**src/rtl/flash_stat_pkg.sv**
```systemverilog
`timescale 1ns/1ps
package flash_stat_pkg;

  typedef enum logic [1:0] {
    OP_PROG   = 2'd0,
    OP_SECTOR = 2'd1,
    OP_BLOCK  = 2'd2,
    OP_CHIP   = 2'd3
  } op_kind_e;

  typedef enum logic [1:0] {
    PH_IDLE  = 2'd0,
    PH_RUN   = 2'd1,
    PH_RECOV = 2'd2
  } phase_e;

  localparam int unsigned POLL_BIT   = 7;
  localparam int unsigned TOGGLE_BIT = 6;

endpackage

```
**src/rtl/op_timer.sv**
```systemverilog
`timescale 1ns/1ps
module op_timer
  import flash_stat_pkg::*;
#(
  parameter int unsigned PROG_CYC   = 20,
  parameter int unsigned SECTOR_CYC = 64,
  parameter int unsigned BLOCK_CYC  = 96,
  parameter int unsigned CHIP_CYC   = 128,
  parameter int unsigned RECOV_CYC  = 10,
  parameter int unsigned CW         = 8
) (
  input  logic       clk_i,
  input  logic       rst_ni,
  input  logic       start_i,
  input  logic [1:0] kind_i,
  input  logic       hard_rst_i,
  output logic       busy_o,
  output logic       launch_o
);

  phase_e        phase_q, phase_d;
  logic [CW-1:0] cnt_q, cnt_d;
  logic [CW-1:0] dur_sel;
  logic          cnt_zero;

  always_comb begin
    unique case (op_kind_e'(kind_i))
      OP_PROG:   dur_sel = CW'(PROG_CYC - 1);
      OP_SECTOR: dur_sel = CW'(SECTOR_CYC - 1);
      OP_BLOCK:  dur_sel = CW'(BLOCK_CYC - 1);
      default:   dur_sel = CW'(CHIP_CYC - 1);
    endcase
  end

  assign cnt_zero = (cnt_q == '0);
  // hardware reset wins over a start in the same cycle
  assign launch_o = (phase_q == PH_IDLE) && start_i && !hard_rst_i;

  always_comb begin
    phase_d = phase_q;
    cnt_d   = cnt_q;
    unique case (phase_q)
      PH_IDLE: begin
        if (launch_o) begin
          phase_d = PH_RUN;
          cnt_d   = dur_sel;
        end
      end
      PH_RUN: begin
        if (hard_rst_i) begin
          phase_d = PH_RECOV;
          cnt_d   = CW'(RECOV_CYC - 1);
        end else if (cnt_zero) begin
          phase_d = PH_IDLE;
        end else begin
          cnt_d = cnt_q - 1'b1;
        end
      end
      PH_RECOV: begin
        if (cnt_zero) phase_d = PH_IDLE;
        else          cnt_d   = cnt_q - 1'b1;
      end
      default: begin
        phase_d = PH_IDLE;
        cnt_d   = '0;
      end
    endcase
  end

  always_ff @(posedge clk_i or negedge rst_ni) begin
    if (!rst_ni) begin
      phase_q <= PH_IDLE;
      cnt_q   <= '0;
    end else begin
      phase_q <= phase_d;
      cnt_q   <= cnt_d;
    end
  end

  assign busy_o = (phase_q != PH_IDLE);

  AST_RUN_ENDS: assert property (@(posedge clk_i) disable iff (!rst_ni)
    (phase_q == PH_RUN && cnt_zero && !hard_rst_i) |=> (phase_q == PH_IDLE));
  AST_START_IGNORED: assert property (@(posedge clk_i) disable iff (!rst_ni)
    (phase_q == PH_RUN && !cnt_zero && start_i && !hard_rst_i) |=> (cnt_q == $past(cnt_q) - 1'b1));
  AST_ABORT_RECOV: assert property (@(posedge clk_i) disable iff (!rst_ni)
    (phase_q == PH_RUN && hard_rst_i) |=> (phase_q == PH_RECOV && cnt_q == CW'(RECOV_CYC - 1)));
  AST_RECOV_NO_RESTART: assert property (@(posedge clk_i) disable iff (!rst_ni)
    (phase_q == PH_RECOV && !cnt_zero) |=> (cnt_q == $past(cnt_q) - 1'b1));
  AST_IDLE_HARD_RST: assert property (@(posedge clk_i) disable iff (!rst_ni)
    (phase_q == PH_IDLE && hard_rst_i) |=> (phase_q == PH_IDLE));

endmodule

```
**src/rtl/status_mux.sv**
```systemverilog
`timescale 1ns/1ps
module status_mux
  import flash_stat_pkg::*;
#(
  parameter int unsigned DATA_W = 16
) (
  input  logic              clk_i,
  input  logic              rst_ni,
  input  logic              launch_i,
  input  logic              busy_i,
  input  logic              rd_i,
  input  logic              poll_src_i,
  input  logic [DATA_W-1:0] array_data_i,
  output logic [DATA_W-1:0] rd_data_o
);

  logic poll_q;
  logic tog_q;

  // only bit 7 of the loaded word is kept; the rest is never reported
  always_ff @(posedge clk_i or negedge rst_ni) begin
    if (!rst_ni) begin
      poll_q <= 1'b0;
      tog_q  <= 1'b0;
    end else if (launch_i) begin
      poll_q <= ~poll_src_i;
      tog_q  <= 1'b0;
    end else if (busy_i && rd_i) begin
      tog_q  <= ~tog_q;
    end
  end

  for (genvar b = 0; b < DATA_W; b++) begin : g_bit
    if (b == POLL_BIT) begin : g_poll
      assign rd_data_o[b] = busy_i ? poll_q : array_data_i[b];
    end else if (b == TOGGLE_BIT) begin : g_tog
      assign rd_data_o[b] = busy_i ? tog_q : array_data_i[b];
    end else begin : g_pass
      assign rd_data_o[b] = array_data_i[b];
    end
  end

  AST_TOG_FLIP: assert property (@(posedge clk_i) disable iff (!rst_ni)
    (busy_i && rd_i) |=> (tog_q != $past(tog_q)));
  AST_TOG_HOLD: assert property (@(posedge clk_i) disable iff (!rst_ni)
    (!rd_i && !launch_i) |=> $stable(tog_q));
  AST_POLL_HOLD: assert property (@(posedge clk_i) disable iff (!rst_ni)
    (!launch_i) |=> $stable(poll_q));

endmodule

```
**src/rtl/flash_busy_status.sv**
```systemverilog
`timescale 1ns/1ps
module flash_busy_status
  import flash_stat_pkg::*;
#(
  parameter int unsigned DATA_W     = 16,
  parameter int unsigned PROG_CYC   = 20,
  parameter int unsigned SECTOR_CYC = 64,
  parameter int unsigned BLOCK_CYC  = 96,
  parameter int unsigned CHIP_CYC   = 128,
  parameter int unsigned RECOV_CYC  = 10
) (
  input  logic              clk_i,
  input  logic              rst_ni,
  input  logic              start_i,
  input  logic [1:0]        op_kind_i,
  input  logic [DATA_W-1:0] load_data_i,
  input  logic              hard_rst_i,
  input  logic              rd_i,
  input  logic [DATA_W-1:0] array_data_i,
  output logic [DATA_W-1:0] rd_data_o,
  output logic              busy_no
);

  localparam int unsigned MAX_AB  = (PROG_CYC > SECTOR_CYC) ? PROG_CYC : SECTOR_CYC;
  localparam int unsigned MAX_CD  = (BLOCK_CYC > CHIP_CYC) ? BLOCK_CYC : CHIP_CYC;
  localparam int unsigned MAX_OP  = (MAX_AB > MAX_CD) ? MAX_AB : MAX_CD;
  localparam int unsigned MAX_ALL = (MAX_OP > RECOV_CYC) ? MAX_OP : RECOV_CYC;
  localparam int unsigned CW      = $clog2(MAX_ALL + 1);

  logic busy;
  logic launch;

  op_timer #(
    .PROG_CYC  (PROG_CYC),
    .SECTOR_CYC(SECTOR_CYC),
    .BLOCK_CYC (BLOCK_CYC),
    .CHIP_CYC  (CHIP_CYC),
    .RECOV_CYC (RECOV_CYC),
    .CW        (CW)
  ) u_timer (
    .clk_i     (clk_i),
    .rst_ni    (rst_ni),
    .start_i   (start_i),
    .kind_i    (op_kind_i),
    .hard_rst_i(hard_rst_i),
    .busy_o    (busy),
    .launch_o  (launch)
  );

  status_mux #(
    .DATA_W(DATA_W)
  ) u_mux (
    .clk_i       (clk_i),
    .rst_ni      (rst_ni),
    .launch_i    (launch),
    .busy_i      (busy),
    .rd_i        (rd_i),
    .poll_src_i  (load_data_i[POLL_BIT]),
    .array_data_i(array_data_i),
    .rd_data_o   (rd_data_o)
  );

  // open-drain release modelled as 1
  assign busy_no = ~busy;

  AST_READY_PASS: assert property (@(posedge clk_i) disable iff (!rst_ni)
    busy_no |-> (rd_data_o == array_data_i));
  AST_START_LOWERS: assert property (@(posedge clk_i) disable iff (!rst_ni)
    (busy_no && start_i && !hard_rst_i) |=> !busy_no);

endmodule

```
**config.mk**
```make
export PLATFORM = sky130hd
export DESIGN_NAME = flash_busy_status
export DESIGN_NICKNAME = d
export VERILOG_FILES = /design/src/rtl/flash_stat_pkg.sv /design/src/rtl/op_timer.sv /design/src/rtl/status_mux.sv /design/src/rtl/flash_busy_status.sv
export SDC_FILE = /design/constraint.sdc
export NUM_CORES = 1
export LEC_CHECK = 0
export ABC_AREA = 1
export BUFFER_PORTS_ARGS = -buffer_cell sky130_fd_sc_hd__buf_4
export CAP_MARGIN = 20
export CORE_UTILIZATION = 39
export DETAILED_ROUTE_END_ITERATION = 10
export HOLD_SLACK_MARGIN = 0.03
export PLACE_DENSITY = 0.86
export SYNTH_ARGS = -nofsm -noshare
export SYNTH_HDL_FRONTEND = slang
export SYNTH_HIERARCHICAL = 1
export SYNTH_SLANG_ARGS = --single-unit
```
**constraint.sdc**
```tcl
create_clock -name clk_i -period 1.3 [get_ports clk_i]
set_input_delay 0.065 -clock clk_i [delete_from_list [all_inputs] [get_ports clk_i]]
set_output_delay 0.065 -clock clk_i [all_outputs]
set_load 0.03 [all_outputs]
```
* Word level (Yosys, flattened, before mapping)
Index checks and enable logic that the tools add are counted.
** Cells by class
- Add/subtract/negate cells :: 1
- Equality and inequality tests :: 5
- Muxes and demuxes :: 13
- Bitwise operators :: 3
- Reductions and logical operators :: 9
** Operator list (count)
- 8-bit 2-to-1 mux :: 3
- 8-bit one-hot mux with 3 select lines :: 1
- 7-bit one-hot mux with 3 select lines :: 1
- 8-bit zero test :: 1
- 8-bit by 1-bit subtractor with 8-bit output (second input constant) :: 1
- 2-bit 2-to-1 mux :: 3
- 2-bit one-hot mux with 3 select lines :: 1
- 2-bit by 1-bit equality test with 1-bit output (second input constant) :: 2
- 2-bit equality test (second input constant) :: 2
- 2-bit zero test :: 2
- 1-bit 2-to-1 mux :: 4
- 2-bit nonzero test :: 2
- 1-bit logical AND :: 3
- 1-bit inverter :: 3
- 2-bit != test (second input constant) :: 1
- 1-bit zero test :: 1
** Word-level totals
- Register bits :: 12
- Input bits :: 39
- Output and inout port bits :: 17
- Word-level logic and storage cells :: 35

* Depth between registers and ports, before layout
- Word-level depth :: 5
- Gate-level depth with buffers :: 9
- Mapped depth without buffers :: 9

* Cells and area by module
The synthesis kept the hierarchy.
** Modules (own cells, without submodules)
- op_timer :: instances 1, cells an instance 110, area each 734.5 um^2, sequential area each 250.2 um^2
- status_mux :: instances 1, cells an instance 31, area each 216.5 um^2, sequential area each 50.0 um^2
- flash_busy_status :: instances 1, cells an instance 1, area each 3.8 um^2, sequential area each 0.0 um^2

* Worst setup path before layout
Ideal clock, no wire load.
- Path type :: flip-flop to output port
- Start :: reg u_timer.phase_q[1]
- End :: out rd_data_o[6]
- Arrival time :: 1.395 ns
- Required time :: 1.235 ns
- Path slack :: -0.160 ns
- Stages on the path, launching flop included :: 4
- Buffers on the path :: 0
- Cell sequence :: dfrtp_1 -> nor2_4 -> inv_1 -> o21ai_0
** On the way
- Longest elaborated chain between the ends :: 2
** RTL lines
- start: declaration :: RTL line op_timer.sv:21 : phase_e phase_q, phase_d;
- start signal: assignment :: RTL line op_timer.sv:75 : phase_q <= phase_d;
- 2-bit nonzero test :: RTL line op_timer.sv:80 : assign busy_o = (phase_q != PH_IDLE);
- net busy :: RTL line flash_busy_status.sv:30 : logic busy;
- 1-bit 2-to-1 mux :: RTL line status_mux.sv:37 : assign rd_data_o[b] = busy_i ? tog_q : array_data_i[b];
- end: declaration :: RTL line flash_busy_status.sv:20 : output logic [DATA_W-1:0] rd_data_o,
The timed path passes the listed nets, and every way through them passes these cells.

* Final worst setup path
- Start :: reg u_timer.phase_q[1]
- End :: out rd_data_o[7]
** On the way
- Longest elaborated chain between the ends :: 2
** RTL lines
- 2-bit nonzero test :: RTL line op_timer.sv:80
- net busy :: RTL line flash_busy_status.sv:30
- 1-bit 2-to-1 mux :: RTL line status_mux.sv:35 : assign rd_data_o[b] = busy_i ? poll_q : array_data_i[b];
The timed path passes the listed nets, and every way through them passes these cells.

==> tab_implementation.tex <==
\begin{tabular}{lr}
\hline
Metric & Value \\
\hline
\multicolumn{2}{l}{\textbf{Timing}} \\
\quad Setup-violating endpoint count in the final report & 0 \\
\quad Maximum operating frequency & 0.769 GHz \\
\quad Final critical-path required period & 1.30 ns \\
\quad Worst slew slack as a fraction of its limit & about 82\% \\
\quad Hold violation count in the final report & 0 \\
\quad Slack of the critical path & 0.000380 ns \\
\quad Share of the clock period used by the worst path & between 90 and 100\% \\
\quad Transition at the pin with the smallest max-transition slack & $\sim$0.27 ns \\
\quad Number of pins with negative max-slew slack in the final report & 0 \\
\quad TNS Setup & 0 ns \\
\quad Setup repair after global routing missed its margin & true \\
\quad Maximum clock skew at final layout & $\sim$0.0023 ns \\
\multicolumn{2}{l}{\textbf{Finish}} \\
\quad ANT cells & 0 \\
\quad Top library cells by usage in the layout, fill and taps aside & sky130\_fd\_sc\_hd\_\_nand2\_1 (39), sky130\_fd\_sc\_hd\_\_buf\_4 (20), sky130\_fd\_sc\_hd\_\_inv\_1 (17) \\
\quad Most frequent standard cell in the layout excluding fill and tap cells & sky130\_fd\_sc\_hd\_\_nand2\_1 \\
\quad Fraction of layout cells with a size suffix above 1 & between 30 and 40\% \\
\quad Post-Layout Inst Area & 0.00113 mm2 \\
\quad Net count, final & 197 \\
\quad Post-route non-filler standard cell count & 182 \\
\quad Syn-to-layout area delta & 18.2\% \\
\multicolumn{2}{l}{\textbf{Placed design}} \\
\quad Count of input and output buffers & 12 \\
\quad Global placer's final weighted congestion & around 0.96 \\
\quad Instance count after placement with tap cells included & 173 \\
\quad Sum of net half-perimeters after detailed placement & about 1400 um \\
\quad Worst setup timing slack at the placement stage & $\sim$0.026 ns \\
\quad DP Area & a little over 0.001 mm2 \\
\multicolumn{2}{l}{\textbf{Clock network}} \\
\quad TritonCTS buffer count & 3 \\
\quad Clock transition at path regs & 0.07 ns \\
\quad CTS tree & built \\
\quad Count of H-tree levels built during CTS & 1 \\
\quad Worst-case clock buffer depth & 2 \\
\quad Insertion delay to the later sink of the worst-skew pair & 0.27 ns \\
\quad Count of clock tree sinks & 12 \\
\quad Clk Tree Root Cell & sky130\_fd\_sc\_hd\_\_clkbuf\_4 \\
\multicolumn{2}{l}{\textbf{Detailed routing}} \\
\quad Wirelength per Cell & 11.1 um \\
\quad Number of detailed-routing iterations run before antenna repair & 4 \\
\quad DRT antenna net count & 0 \\
\quad Routed wire length & about 2000 um \\
\quad Count of unresolved DRC violations after routing & 0 \\
\quad First-iteration detailed-routing DRC count & 27 \\
\quad DR vias/cell & between 4 and 5 \\
\quad Total number of vias & 878 \\
\multicolumn{2}{l}{\textbf{Yosys}} \\
\quad Post-synthesis cell type count & 19 \\
\quad Sequential area share after synthesis & between 30\% and 40\% \\
\quad Number of standard cells after synthesis & around 140 \\
\quad Synth Cell Area & 955 um2 \\
\quad Average footprint of a synthesized cell & roughly 6.7 um2 \\
\quad Total nets after synthesis & 183 \\
\quad Yosys warns & 6 \\
\quad Flops \& latches, synth & 12 \\
\multicolumn{2}{l}{\textbf{Global route}} \\
\quad Number of global-route vias before repair & between 700 and 800 \\
\quad First-pass GRT wire length & $\sim$3100 um \\
\quad Number of antenna violations at the first check in global routing & 0 \\
\quad Maximum number of pins on one net before global-route repair & 13 \\
\quad Overall global routing resource usage & 16.0\% \\
\quad Sum of overflow across all layers after global routing & 0 \\
\multicolumn{2}{l}{\textbf{Min path}} \\
\quad Endpoint of the worst hold path & u\_mux/tog\_q \\
\quad Hold\_sp & rd\_i \\
\quad Worst min path class & input pin to register \\
\quad WHS Path Cells & 4 \\
\multicolumn{2}{l}{\textbf{Worst setup path}} \\
\quad Slowest-stage cell, CP & sky130\_fd\_sc\_hd\_\_dfrtp\_1 \\
\quad Crit Reg-Reg Startpoint & u\_timer/cnt\_q[1] \\
\quad Reg2reg path depth & 9 \\
\quad Crit Path Class & register to output pin \\
\quad CP max stage delay & 0.41 ns \\
\quad Largest fanout on the critical path & 7 \\
\quad CP startpoint kind & register \\
\quad Number of buffer and inverter stages on the critical path & 2 \\
\quad Flop2flop setup slack & approximately 0.08 ns \\
\quad Critical Path RT & approximately 1.2 ns \\
\quad Kind of cell adding the most delay to the critical path & flip-flops \\
\quad End of the worst register-to-register path & u\_timer/cnt\_q[7] \\
\quad Depth of the critical timing path with buffers and inverters included & 4 \\
\quad Crit-path cells & nor2\_4 > inv\_2 > o21ai\_2 > buf\_6 \\
\quad Worst Setup End Kind & output pin \\
\quad Data arrival at the endpoint of the critical path & about 1.2 ns \\
\multicolumn{2}{l}{\textbf{Outcome}} \\
\quad Run status & complete, no violations \\
\multicolumn{2}{l}{\textbf{Pwr}} \\
\quad Max VDD drop & about 1200 uV \\
\quad Leakage power & roughly 0.6 nW \\
\quad Pwr Total & 2.63 mW \\
\quad PD cells & $\sim$2300 mW/mm2 \\
\multicolumn{2}{l}{\textbf{Floorplanning}} \\
\quad Floorplan die area & 0.00265 mm2 \\
\quad Rows & 17 \\
\quad Vertical die dimension & 51.5 um \\
\quad DIE WIDTH & roughly 51 um \\
\quad Initial core utilization & around 42\% \\
\quad Number of primary I/O pins & 56 \\
\quad Placeable core region & around 0.0023 mm2 \\
\multicolumn{2}{l}{\textbf{Job}} \\
\quad Max cap viols & 0 \\
\hline
\end{tabular}
-- worst register-to-register path, cell delays in order (launching register included) --
cell and delay, ns:
sky130_fd_sc_hd__dfrtp_1 0.38, sky130_fd_sc_hd__inv_2 0.08, sky130_fd_sc_hd__ha_4 0.14, sky130_fd_sc_hd__inv_1 0.05, sky130_fd_sc_hd__nor2_2 0.10, sky130_fd_sc_hd__nand2_2 0.09
sky130_fd_sc_hd__nand2_2 0.11, sky130_fd_sc_hd__inv_2 0.05, sky130_fd_sc_hd__nand3_1 0.06, sky130_fd_sc_hd__nand2_1 0.05
-- synth_stat cells --
library cell,count,area [um2]
sky130_fd_sc_hd__nand2_1,39,146
sky130_fd_sc_hd__inv_1,23,86.3
sky130_fd_sc_hd__buf_4,14,105
sky130_fd_sc_hd__dfrtp_1,12,300
sky130_fd_sc_hd__nand3_1,12,60.1
sky130_fd_sc_hd__o21ai_0,11,55.1
sky130_fd_sc_hd__nor2_1,9,33.8
sky130_fd_sc_hd__nand2_2,4,25.0
sky130_fd_sc_hd__nor2_4,3,33.8
sky130_fd_sc_hd__ha_1,2,25.0
sky130_fd_sc_hd__inv_2,2,7.51
sky130_fd_sc_hd__nand4_1,2,12.5
sky130_fd_sc_hd__nor2_2,2,12.5
sky130_fd_sc_hd__xor2_1,2,17.5
sky130_fd_sc_hd__a21oi_1,1,5.00
sky130_fd_sc_hd__nand3_2,1,10.0
sky130_fd_sc_hd__o21ai_1,1,5.00
sky130_fd_sc_hd__o21bai_1,1,7.51
sky130_fd_sc_hd__o22ai_1,1,6.26
-- sequential cells by signal, indices dropped and copies added (netlist names) --
register / flops
u_timer/phase_q: 2
u_mux/tog_q: 1
u_timer/cnt_q: 8
u_mux/poll_q: 1
-- stage by stage --
stage	util (%)	hold slack, ns
after global routing	50.1	0.115
after floorplan	-	-0.231
after global placement	44.9	-0.0870
after detailed placement	44.9	-0.0846
final	50.1	0.0896
after CTS	47.8	0.0775
-- cell type report --
type	instances	area, um2
fillers	232	1130
flip-flops and latches	12	300
well taps	28	35.0
inverters	25	93.8
repair buffers	23	181
clock buffers	3	22.5
multi-input cells	91	495
-- per-layer routing --
layer  global-route usage [%]  vias to the layer above  share of wire [%]
met5                        0                        -                  0
met4                     6.31                        0                1.2
met3                     2.98                        4                4.8
met2                     27.9                       25                 51
met1                     19.2                      397                 43
li1                         -                      452                  -
-- what timing repair did --
action                     in CTS  in global routing
pin swaps                       2                  5
setup endpoints to repair       3                 11
hold buffers                    2                  0
setup buffers                   3                  1
hold endpoints to repair       13                  0
resized for setup               3                 14
-- power breakdown --
group | switching, mW | internal [mW]
sequential | 0.145 | 0.543
combinational | 1.01 | 0.705
clock | 0.117 | 0.107
total | 1.28 | 1.35
-- cells by family after synthesis --
group                    after synthesis  synth area share [%]
AO/OA/AOI/OAI                         15                  8.26
buffers and inverters                 39                  20.8
XOR/XNOR                               2                  1.84
adder cells (fa/ha/maj)                2                  2.62
AND/OR/NAND/NOR                       72                  35.0
flip-flops                            12                  31.5
-- worst max-delay path by stage --
stage / end / slack (ns) / from
2_1_floorplan: rd_data_o[6] / -0.16 / u_timer/phase_q[1]
3_3_place_gp: u_timer/cnt_q[0] / 0.04 / u_timer/cnt_q[0]
3_5_place_dp: u_timer/cnt_q[0] / 0.03 / u_timer/cnt_q[0]
4_1_cts: rd_data_o[6] / 0.009 / u_timer/phase_q[0]
5_1_grt: rd_data_o[7] / -0.05 / u_timer/phase_q[1]
6_report: rd_data_o[7] / 0.0004 / u_timer/phase_q[1]
(Power assumes the default switching activity.)
